`config.mk`:
```
export PLATFORM = sky130hd
export DESIGN_NAME = vseg_decoder
export DESIGN_NICKNAME = d
export VERILOG_FILES = /design/src/rtl/vseg_pkg.sv /design/src/rtl/vseg_classify.sv /design/src/rtl/vseg_permit.sv /design/src/rtl/vseg_decoder.sv
export SDC_FILE = /design/constraint.sdc
export NUM_CORES = 1
export LEC_CHECK = 0
export BUFFER_PORTS_ARGS = -buffer_cell sky130_fd_sc_hd__buf_2
export CAP_MARGIN = 10
export CORE_MARGIN = 2
export CORE_UTILIZATION = 35
export DETAILED_ROUTE_END_ITERATION = 8
export HOLD_SLACK_MARGIN = 0.15
export PLACE_DENSITY_LB_ADDON = 0.08
export SYNTH_ARGS = -nofsm -noshare
export SYNTH_HDL_FRONTEND = slang
export SYNTH_SLANG_ARGS = --single-unit
```
`constraint.sdc`:
```
create_clock -name clk -period 1.6 [get_ports clk]
set_input_delay 0.32 -clock clk [delete_from_list [all_inputs] [get_ports clk]]
set_output_delay 0.32 -clock clk [all_outputs]
set_load 0.01 [all_outputs]
```
`src/rtl/vseg_pkg.sv`:
```
package vseg_pkg;

    typedef enum logic [2:0] {
        SEG_USER   = 3'd0,
        SEG_KDIR0  = 3'd1,
        SEG_KDIR1  = 3'd2,
        SEG_SUPMAP = 3'd3,
        SEG_KERMAP = 3'd4
    } seg_e;

    localparam logic [1:0] MODE_USER  = 2'd0;
    localparam logic [1:0] MODE_SUPER = 2'd1;

    localparam logic [1:0] ACC_FETCH = 2'd0;
    localparam logic [1:0] ACC_LOAD  = 2'd1;
    localparam logic [1:0] ACC_STORE = 2'd2;

endpackage

```
`src/rtl/vseg_classify.sv`:
```
module vseg_classify
    import vseg_pkg::*;
#(
    parameter int AW = 32
) (
    input  logic [AW-1:0] vaddr,
    output seg_e          seg
);
    localparam int TOP = 3;

    logic [TOP-1:0] top_bits;

    always_comb begin
        top_bits = vaddr[AW-1 -: TOP];
        if (!top_bits[TOP-1]) begin
            seg = SEG_USER;
        end else begin
            unique case (top_bits[TOP-2:0])
                2'b00:   seg = SEG_KDIR0;
                2'b01:   seg = SEG_KDIR1;
                2'b10:   seg = SEG_SUPMAP;
                default: seg = SEG_KERMAP;
            endcase
        end
    end
endmodule

```
`src/rtl/vseg_permit.sv`:
```
module vseg_permit
    import vseg_pkg::*;
#(
    parameter int AW = 32
) (
    input  seg_e          seg,
    input  logic [AW-1:0] vaddr,
    input  logic [1:0]    mode,
    input  logic          erl,
    output logic          mapped,
    output logic          bad,
    output logic          rd_ok,
    output logic          wr_ok,
    output logic [AW-1:0] paddr
);
    localparam int OFS_W = AW - 3;

    logic is_user;
    logic is_super;
    logic is_kernel;
    logic direct;
    logic [AW-1:0] window;

    always_comb begin
        is_user   = (mode == MODE_USER);
        is_super  = (mode == MODE_SUPER);
        is_kernel = !is_user && !is_super;
        window    = {3'b000, vaddr[OFS_W-1:0]};

        mapped = 1'b0;
        bad    = 1'b0;
        direct = 1'b0;
        paddr  = '0;
        unique case (seg)
            SEG_USER: begin
                if (erl) begin
                    direct = 1'b1;
                    paddr  = vaddr;
                end else begin
                    mapped = 1'b1;
                end
            end
            SEG_KDIR0, SEG_KDIR1: begin
                if (is_kernel) begin
                    direct = 1'b1;
                    paddr  = window;
                end else begin
                    bad = 1'b1;
                end
            end
            SEG_SUPMAP: begin
                mapped = !is_user;
                bad    = is_user;
            end
            default: begin
                mapped = is_kernel;
                bad    = !is_kernel;
            end
        endcase
        rd_ok = direct;
        wr_ok = direct;
    end
endmodule

```
`src/rtl/vseg_decoder.sv`:
```
module vseg_decoder
    import vseg_pkg::*;
#(
    parameter int AW = 32
) (
    input  logic          clk,
    input  logic          rst_n,
    input  logic          req_valid,
    output logic          req_ready,
    input  logic [AW-1:0] req_vaddr,
    input  logic [1:0]    req_mode,
    input  logic          req_erl,
    input  logic [1:0]    req_acc,
    output logic          rsp_valid,
    input  logic          rsp_ready,
    output logic          rsp_mapped,
    output logic [AW-1:0] rsp_paddr,
    output logic          rsp_rd_ok,
    output logic          rsp_wr_ok,
    output logic          rsp_addr_err,
    output logic [1:0]    rsp_acc,
    output logic          tlb_req_valid,
    output logic [AW-1:0] tlb_vaddr,
    output logic [1:0]    tlb_acc
);
    typedef struct packed {
        logic          valid;
        logic          mapped;
        logic          bad;
        logic          rd_ok;
        logic          wr_ok;
        logic [AW-1:0] paddr;
        logic [AW-1:0] vaddr;
        logic [1:0]    acc;
    } slot_t;

    slot_t st_d, st_q;

    seg_e          seg_w;
    logic          mapped_w, bad_w, rd_w, wr_w;
    logic [AW-1:0] paddr_w;
    logic          take_w;

    vseg_classify #(.AW(AW)) u_classify (
        .vaddr (req_vaddr),
        .seg   (seg_w)
    );

    vseg_permit #(.AW(AW)) u_permit (
        .seg    (seg_w),
        .vaddr  (req_vaddr),
        .mode   (req_mode),
        .erl    (req_erl),
        .mapped (mapped_w),
        .bad    (bad_w),
        .rd_ok  (rd_w),
        .wr_ok  (wr_w),
        .paddr  (paddr_w)
    );

    always_comb begin
        req_ready = !st_q.valid || rsp_ready;
        take_w    = req_valid && req_ready;
        st_d      = st_q;
        if (take_w) begin
            st_d.valid  = 1'b1;
            st_d.mapped = mapped_w;
            st_d.bad    = bad_w;
            st_d.rd_ok  = rd_w;
            st_d.wr_ok  = wr_w;
            st_d.paddr  = paddr_w;
            st_d.vaddr  = req_vaddr;
            st_d.acc    = req_acc;
        end else if (rsp_ready) begin
            st_d.valid = 1'b0;
        end
    end

    always_ff @(posedge clk or negedge rst_n) begin
        if (!rst_n) begin
            st_q <= '0;
        end else begin
            st_q <= st_d;
        end
    end

    assign rsp_valid     = st_q.valid;
    assign rsp_mapped    = st_q.mapped;
    assign rsp_paddr     = st_q.paddr;
    assign rsp_rd_ok     = st_q.rd_ok;
    assign rsp_wr_ok     = st_q.wr_ok;
    assign rsp_addr_err  = st_q.bad;
    assign rsp_acc       = st_q.acc;
    assign tlb_req_valid = st_q.valid && st_q.mapped;
    assign tlb_vaddr     = st_q.vaddr;
    assign tlb_acc       = st_q.acc;
endmodule

```
Yosys cells after proc, flatten, opt, wreduce, memory -nomap -nowiden
Cells that the tools add are included.
- multiplexer cells: 14
- equality and inequality tests: 6
- reduce and logical (&&, ||, !) cells: 13
- operator list (operator ; number):
    $pmux W32 S2 ; 1
    $mux W32 ; 1
    $mux W29 ; 1
    $pmux W3 S3 ; 1
    $eq A3 B2 Y1 const B ; 2
    $mux W1 ; 6
    $pmux W1 S3 ; 2
    $eq A2 B1 Y1 const B ; 2
    $logic_not A1 Y1 ; 4
    $logic_not A2 Y1 ; 2
    $eq A3 B1 Y1 const B ; 1
    $logic_and A1 B1 Y1 ; 3
    $logic_not A3 Y1 ; 1
    $mux W3 ; 1
    $eq A2 B2 Y1 const B ; 1
    $pmux W1 S2 ; 1
    $reduce_bool A2 Y1 ; 1
    $reduce_or A2 Y1 ; 1
    $logic_or A1 B1 Y1 ; 1
- logic and storage cells: 40
- output and inout bits: 75
- flip-flop bits (word level): 70
- input bits: 41

Depth between registers and ports, before layout
Gate-level depths: netlist of run 1.
- word-level depth: 6
- gate-level depth with buffers: 7

Hierarchy
Synthesis of run 1 repeated with hierarchy kept, for this count alone.
- cell total of the unflattened synthesis: 214
- area, all modules: 3409.5 um2
- by module, submodules not included (module ; sequential area each (um2) ; area each (um2) ; cells each ; times used):
    vseg_decoder ; 1776.7 ; 2959.1 ; 154 ; 1
    vseg_permit ; 0.0 ; 376.6 ; 51 ; 1
    vseg_classify ; 0.0 ; 73.8 ; 9 ; 1

Worst setup path before layout of run 1
Ideal clock, no wire load.
- kind: input-to-reg
- from: input req_vaddr[29]
- to: register st_q, in the netlist rsp_paddr[11]
- data required time: 1479 ps
- slack: -131 ps
- library setup time: 121 ps
- stages on the path: 7
- arrival: 1610 ps
- cells stage by stage: inv_1 -> ha_1 -> or3_4 -> a32oi_2 -> buf_6 -> buf_6 -> o2bb2ai_1
- cells in the longest elaborated chain, start to end: 6
- elaborated cells on any way between the ends: 10
- those cells by class: eq/ne (4); mux (3); reduce/logical (3)
- ends and longest elaborated chain (item ; RTL line ; RTL):
    start, declared ; vseg_decoder.sv:10 ; input logic [AW-1:0] req_vaddr,
    $eq A2 B2 Y1, or another cell as far along ; vseg_classify.sv:18 ; unique case (top_bits[TOP-2:0])
    $pmux W3 S3 (*) ; vseg_classify.sv:18 ;
    $mux W3 (*) ; vseg_classify.sv:15 ; if (!top_bits[TOP-1]) begin
    $eq A3 B1 Y1 / $eq A3 B2 Y1 (equally long branches) ; vseg_permit.sv:34 ; unique case (seg)
    $reduce_or A2 Y1 ; vseg_permit.sv:34 ;
    $pmux W32 S2 (*) ; vseg_permit.sv:34 ;
    end signal, assigned ; vseg_decoder.sv:83 ; st_q <= st_d;
    end, declared ; vseg_decoder.sv:37 ; slot_t st_d, st_q;
Every way passes the cells marked *; elsewhere a longest branch is shown, timed or not.
A chain may end at the register's enable or synchronous reset.

Worst setup path after layout of run 1
- from: input req_vaddr[30]
- to: register st_q, in the netlist rsp_paddr[8]
The elaborated chain is that of the path after synthesis.

==> results of run 1 <==
-- what timing repair did --
item | CTS | global route
gates resized for setup | 0 | 2
hold buffers | 1 | 0
endpoints found under the setup margin | 0 | 8
endpoints found under the hold margin | 14 | 0
-- power by group through the flow --
stage	Clock (mW)	Sequential (mW)	Combinational, mW
global route	1.49	2.14	1.02
floorplan	0	2.24	0.368
global placement	0	2.15	0.913
CTS	1.40	2.12	0.933
finish	1.36	2.12	0.916
detailed placement	0	2.14	0.930
-- area by class of cell --
| type | count | area, µm² |
|---|---|---|
| clock buffers | 14 | 193 |
| well taps | 102 | 128 |
| repair buffers | 136 | 798 |
| inverters | 32 | 135 |
| multi-input cells | 124 | 936 |
| fillers | 771 | 3870 |
| flip-flops and latches | 70 | 1750 |
-- registers in the layout (all words and copies together) (netlist names) --
register,cells
rsp_wr_ok,1
rsp_addr_err,1
rsp_acc,2
rsp_paddr,32
tlb_vaddr,32
rsp_mapped,1
rsp_valid,1
-- synthesized netlist by cell type --
master / number
nand2_1: 1
clkbuf_1: 9
nand4_1: 3
nor2b_1: 2
nand3_1: 30
o2bb2ai_1: 33
buf_6: 2
o21a_1: 1
and2_1: 2
or3_4: 1
a32oi_1: 1
o21ai_0: 30
a21oi_1: 3
buf_2: 6
a222oi_1: 1
dfrtp_1: 70
buf_1: 1
nand2b_1: 3
o41ai_1: 1
inv_1: 32
buf_4: 3
a32oi_2: 1
mux2_2: 6
ha_1: 3
o211ai_1: 1
and3b_1: 1
-- worst min path at each step --
stage          startpoint                         to  depth (start not counted)
2_1_floorplan       rst_n     rsp_acc[0]$_DFFE_PN0P_                          0
3_5_place_dp        rst_n  tlb_vaddr[30]$_DFFE_PN0P_                          1
4_1_cts        req_acc[1]     rsp_acc[1]$_DFFE_PN0P_                          2
3_3_place_gp        rst_n  tlb_vaddr[30]$_DFFE_PN0P_                          1
5_1_grt        req_acc[1]     rsp_acc[1]$_DFFE_PN0P_                          2
6_report       req_acc[1]     rsp_acc[1]$_DFFE_PN0P_                          2
-- routing by layer --
metal | GRT usage | wire length [µm] | vias up
li1 | - | - | 1114
met1 | 0.251 | 3600 | 1105
met4 | 0.0737 | 127 | 0
met3 | 0.0530 | 439 | 12
met5 | 0 | 0 | -
met2 | 0.235 | 3040 | 94
-- cell families after synthesis --
group,Yosys count,synth area share
AND/OR/NAND/NOR,43,0.0833
adder cells (fa/ha/maj),3,0.0132
buffers and inverters,53,0.0820
multiplexers,6,0.0238
flip-flops,70,0.617
AO/OA/AOI/OAI,72,0.181
==> metrics.cfg, run 1 <==
[status]
status = complete, no violations

[floorplan]
pin_count = 116
fp.dieArea_mm2 = 0.00885
core_area_mm2 = 0.00781
initial_utilization = 0.364
die_h_um = 94.1
die_x_um = 94.1
rows = 32

[critical_path]
worstPathCellList = buf_2 > inv_12 > ha_4 > or3_4 > a32oi_2 > buf_12 > o2bb2ai_1
cp-end-kind = flip-flop
cp_max_fo = 29
critPathSlowestCell = or3_4
critPathBufInv = 3
criticalPathCategory = primary input to flip-flop
reg2reg_slack_ns = 0.21
crit_end = rsp_paddr[8]$_DFFE_PN0P_
critPathRequiredTime_ns = 1.81
start_kind = primary input
crit_family = buffers and inverters
r2r_start = rsp_valid$_DFFE_PN0P_
r2r-end = rsp_paddr[8]$_DFFE_PN0P_
cp_data_arrival_time_ns = 1.79
reg2regPathDepth = 5
crit_start = req_vaddr[30]
slowest_delay_ns = 0.37
crit_cells = 7

[route]
viasPerCell = 4.86
wire_per_inst_um = 15.1
drt-initial-drc-count = 83
ant_nets = 0
drt_pass1_iterations = 6
drc = 0
routed_wl_mm = 7.21
vias = 2325

[placed_design]
io_buffers = 115
place_worst_setup_slack_ns = -0.320
placed_area_mm2 = 0.00374
place_hpwl_mm = 5.12
place.gp.congestion = 0.781
dpl.cell_count = 463

[power_and_ir_drop]
powerDensity_mw_per_mm2 = 1110
p_sw_mw = 1.23
vdd_drop_max_uv = 495
seqPwrFrac = 0.481
power_mw = 4.39
switching_share = 0.280
intPower_mw = 3.16
clockPowerShare = 0.310
leakage_nw = 1.99
combPwrFrac = 0.208

[logic_synthesis]
ys_seq_elements = 70
yosysSeqAreaShare = 0.617
synth.area.top_cells = dfrtp_1, o2bb2ai_1, nand3_1
yosys.cell_types.count = 26
synth_area_per_cell_um2 = 11.5
yosys.area.top_type = dfrtp_1
syn_inst = 247
netlist.area_leader.share = 0.617
synthesis.nets = 291
yosysWarnings = 0
netlist_area_mm2 = 0.00284

[clock_tree]
cts_tree = done
cts_max_level = 3
numClockSinks = 70
cts_setup_buffers = 0
cts-root-buf = clkbuf_8
cts-buffers-inserted = 9
clk_latency_ns = 0.33
path_clk_slew_ns = 0.07
cts.path.max_buffers = 2

[hold_path]
min_path_type = primary input to flip-flop

[timing]
min_period_ns = 1.58
fmax_mhz = 634
final_hold_viol_count = 0
rsz0062_at_grt = false
max_slew.worst_pin.slew_ns = 0.423
clock_skew_ns = 0.00524
slew_violations = 0
fin_setup_tns_ns = 0
setup_viol = 0
max_slew_margin = 0.718
holdWs_ns = 0.228
post-route-period-util = 0.986
fin_ws_ns = 0.0217

[grt]
antenna_found_initial = 0
grt_pass1_wl_mm = 11.6
grt_overflow = 0
grtUsageTotal = 0.172
grt_max_degree = 30
grt_pass1_vias = 2236

[cells_and_area]
design.final.nets = 417
stdcell_area_mm2 = 0.00394
drive_above_1_share = 0.460
fin_cells = 478
layout_commonest_cell = buf_2
most-common-layout-cells = buf_2, dfrtp_1, nand3_1, inv_1, o21ai_0
syn2layout_area_growth_pct = 38.8
final_core_util = 0.505
antenna_cells = 0

[job]
cap_violations = 0

Power figures use the tool's default switching activity.
==> run 2: changes to the inputs <==
- ABC_CLOCK_PERIOD_IN_PS: not set -> 1600
- SYNTH_HIERARCHICAL: not set -> 1
==> run 2 against run 1 <==
Compared with the run above:
- the flow now finishes with violations (setup timing)
- clock skew rose by 0.0026 ns
- die area is 19% higher
- maximum frequency fell by 6.6%
- clock-buffer cell count down 5
- flip-flop and latch count up 1
- core utilization decreased by 2.3 points
- critical endpoint is now rsp_paddr[3]$_DFFE_PN0P_
==> metrics.cfg, run 2 <==
[route]
drt-initial-drc-count = 51  ; was 83
viasPerCell = 4.32  ; was 4.86
wl_met2_mm = 3.18  ; was 3.04 mm
vias = 2078  ; was 2325
ant_nets = 0  ; unchanged
drt_pass1_iterations = 4  ; was 6
wirelength_met1_mm = 3.19  ; was 3.60 mm
drc = 0  ; unchanged
route.met3.wl_um = 554  ; was 439 µm
top_layer_used = met4  ; unchanged
wire_per_inst_um = 14.6  ; was 15.1 µm
routed_wl_mm = 7.02  ; was 7.21 mm

[timing]
final_hold_viol_count = 0  ; unchanged
slew_violations = 0  ; unchanged
rsz0062_at_grt = true  ; was false
setup_viol = 28  ; was 0
post-route-period-util = 1.06  ; was 0.986
max_slew_margin = 0.740  ; was 0.718
min_period_ns = 1.69  ; was 1.58 ns
fin_setup_tns_ns = -1.85  ; was 0 ns
clock_skew_ns = 0.00786  ; was 0.00524 ns
fin_ws_ns = -0.0897  ; was 0.0217 ns
fmax_mhz = 592  ; was 634 MHz
max_slew.worst_pin.slew_ns = 0.389  ; was 0.423 ns

[grt]
grt_pass1_vias = 2068  ; was 2236
grt_max_degree = 72  ; was 30
grtUsageTotal = 0.136  ; was 0.172
grt_overflow = 0  ; unchanged
antenna_found_initial = 0  ; unchanged
grt_pass1_wl_mm = 10.8  ; was 11.6 mm

[critical_path]
cp_max_fo = 4  ; was 29
slowest_delay_ns = 0.30  ; was 0.37 ns
criticalPathCategory = primary input to flip-flop  ; unchanged
reg2regPathDepth = 4  ; was 5
reg2reg_slack_ns = 0.27  ; was 0.21 ns
worstPathCellList = buf_12 > inv_12 > ha_4 > nor2_4 > nor3b_4 > xor2_2 > a31o_4 > clkbuf_16 > and2_4 > mux2_4  ; was buf_2 > inv_12 > ha_4 > or3_4 > a32oi_2 > buf_12 > o2bb2ai_1
critPathRequiredTime_ns = 1.84  ; was 1.81 ns
cp-end-kind = flip-flop  ; unchanged
critPathSlowestCell = a31o_4  ; was or3_4
crit_start = req_vaddr[30]  ; unchanged
crit_family = simple AND/OR/NAND/NOR gates  ; was buffers and inverters
critPathBufInv = 3  ; unchanged
r2r-end = tlb_vaddr[6]$_DFFE_PN0P_  ; was rsp_paddr[8]$_DFFE_PN0P_
start_kind = primary input  ; unchanged
cp_data_arrival_time_ns = 1.93  ; was 1.79 ns
r2r_start = rsp_valid$_DFFE_PN0P_  ; unchanged

[cells_and_area]
multi_input_area_mm2 = 0.00158  ; was 936 µm²
most-common-layout-cells = buf_2, dfrtp_1, mux2_4  ; was buf_2, dfrtp_1, nand3_1, inv_1, o21ai_0
layout_commonest_cell = buf_2  ; unchanged
syn2layout_area_growth_pct = 35.7  ; was 38.8%
nFillCells = 881  ; was 771
fin_cells = 481  ; was 478
drive_above_1_share = 0.736  ; was 0.460
register_area_mm2 = 0.00178  ; was 0.00175 mm²
design.final.nets = 387  ; was 417
stdcell_area_mm2 = 0.00463  ; was 0.00394 mm²
antenna_cells = 0  ; unchanged

[clock_tree]
cts_max_level = 3  ; unchanged
cts_tree = done  ; unchanged
numClockSinks = 71  ; was 70
cts-buffers-inserted = 9  ; unchanged
clk_latency_ns = 0.35  ; was 0.33 ns
cts-root-buf = clkbuf_8  ; unchanged
cts.path.max_buffers = 2  ; unchanged
path_clk_slew_ns = 0.08  ; was 0.07 ns

[logic_synthesis]
synth_common_cells = dfrtp_1, mux2_4, and2_1  ; was dfrtp_1, o2bb2ai_1, inv_1
synthSimpleGateAreaFrac = 0.0965  ; was 0.0833
synth.area.mux_share = 0.308  ; was 0.0238
synth_compound_area_frac = 0.0128  ; was 0.181
yosysSeqAreaShare = 0.521  ; was 0.617
synth_area_per_cell_um2 = 15.9  ; was 11.5 µm²
synthArstFlopShare = 1.00  ; unchanged
synth_top_family_by_area = multiplexers  ; was compound AO/OA/AOI/OAI gates
synth_edf_count = 0  ; unchanged
ys_seq_elements = 71  ; was 70
synthAdderAreaFrac = 0.0110  ; was 0.0132
yosys.cell_types.count = 23  ; was 26
synth.area.top_cells = dfrtp_1, mux2_4, and2_1  ; was dfrtp_1, o2bb2ai_1, nand3_1
synthesis.nets = 258  ; was 291
yosysWarnings = 6  ; was 0
netlist.area_leader.share = 0.521  ; was 0.617
syn_inst = 214  ; was 247
synth-xor-area-share = 0.00257  ; was 0
yosys.area.top_type = dfrtp_1  ; unchanged
netlist_area_mm2 = 0.00341  ; was 0.00284 mm²
synthFlopType = dfrtp_1  ; unchanged
synthMostInstantiatedCell = dfrtp_1  ; unchanged

[floorplan]
initial_utilization = 0.355  ; was 0.364
pin_count = 116  ; unchanged
die_h_um = 103  ; was 94.1 µm
core_area_mm2 = 0.00959  ; was 0.00781 mm²
die_x_um = 103  ; was 94.1 µm
rows = 36  ; was 32
fp.dieArea_mm2 = 0.0105  ; was 0.00885 mm²

[power_and_ir_drop]
seqPwrFrac = 0.424  ; was 0.481
p_sw_mw = 1.44  ; was 1.23 mW
vdd_drop_max_uv = 625  ; was 495 µV
intPower_mw = 3.75  ; was 3.16 mW
leakage_nw = 2.47  ; was 1.99 nW
combPwrFrac = 0.263  ; was 0.208
clockPowerShare = 0.313  ; was 0.310
switching_share = 0.278  ; was 0.280
powerDensity_mw_per_mm2 = 1120  ; was 1110 mW/mm²

[status]
violations = setup timing
status = finished with violations  ; was complete, no violations

[placed_design]
io_buffers = 115  ; unchanged
placed_area_mm2 = 0.00420  ; was 0.00374 mm²
dpl.cell_count = 461  ; was 463
place.gp.congestion = 0.732  ; was 0.781
place_hpwl_mm = 4.58  ; was 5.12 mm

[hold_path]
worstHoldStart = req_acc[0]  ; was req_acc[1]
hold_end = rsp_acc[0]$_DFFE_PN0P_  ; was rsp_acc[1]$_DFFE_PN0P_
holdPathStages = 2  ; unchanged
min_path_type = primary input to flip-flop  ; unchanged

[job]
cap_violations = 0  ; unchanged

## run 2: cell count changes in the layout (fill, tap and decap cells not counted), sizes merged, moves of 27 or more
cell,before,now
mux2,6,70
o2bb2ai,33,0
and2,2,34
nand3,30,1
o21ai,30,1
inv,32,5
## run 2: how the worst max path moves through the flow
stage | to | depth (start not counted)
after floorplan | rsp_paddr[14]$_DFFE_PN0P_ | 10
after global placement | rsp_paddr[3]$_DFFE_PN0P_ | 11
after detailed placement | rsp_paddr[7]$_DFFE_PN0P_ | 11
after CTS | rsp_paddr[26]$_DFFE_PN0P_ | 10
after global routing | rsp_paddr[22]$_DFFE_PN0P_ | 10
final | rsp_paddr[3]$_DFFE_PN0P_ | 10
## run 2: per-stage QoR
step	hold WS [ns]	power, mW	worst slack (ns)	util
4_1_cts	0.180	5.23	-0.0674	0.475
2_1_floorplan	0.0244	3.02	-0.322	-
5_1_grt	0.170	5.50	-0.121	0.482
3_5_place_dp	0.371	3.52	-0.522	0.438
6_report	0.194	5.19	-0.0897	0.482
3_3_place_gp	0.371	3.51	-0.494	0.438
## run 2: power groups by stage
stage          Sequential, mW  Clock (mW)  Combinational, mW
6_report                 2.20        1.62               1.37
3_3_place_gp             2.23           0               1.28
3_5_place_dp             2.23           0               1.29
2_1_floorplan            2.35           0              0.669
5_1_grt                  2.24        1.78               1.47
4_1_cts                  2.20        1.67               1.36
## run 2: kinds of logic (layout without fill, tap and decap cells)
| kind of cell | count (synthesis) | count (layout) |
|---|---|---|
| flops | 71 | 71 |
| mux | 70 | 70 |
| simple gates | 43 | 43 |
| buf+inv | 19 | 153 |
| compound gates | 7 | 7 |
| fa+ha+maj | 3 | 3 |
| xor+xnor | 1 | 1 |
## run 2: cell type report
cell class,count,area share
sequential,71,0.384
multi-input combinational,124,0.341
timing repair buffer,133,0.183
tap,133,0.0360
clock buffer,9,0.0268
clock inverter,7,0.0206
inverter,4,0.00865
## run 2: layer usage
| layer | vias to the layer above | GRT usage |
|---|---|---|
| met4 | 0 | 0.0492 |
| met3 | 8 | 0.0590 |
| met5 | - | 0 |
| met1 | 1018 | 0.178 |
| li1 | 982 | - |
| met2 | 70 | 0.202 |
## run 2: repair_timing
| action | in CTS | in global routing |
|---|---|---|
| gates resized for setup | 25 | 11 |
| gates cloned | 1 | 1 |
| buffers inserted | 1 | 1 |
| setup endpoints to repair | 28 | 29 |
| hold buffers | 1 | 0 |
| hold endpoints to repair | 71 | 0 |
| pin swaps | 0 | 7 |
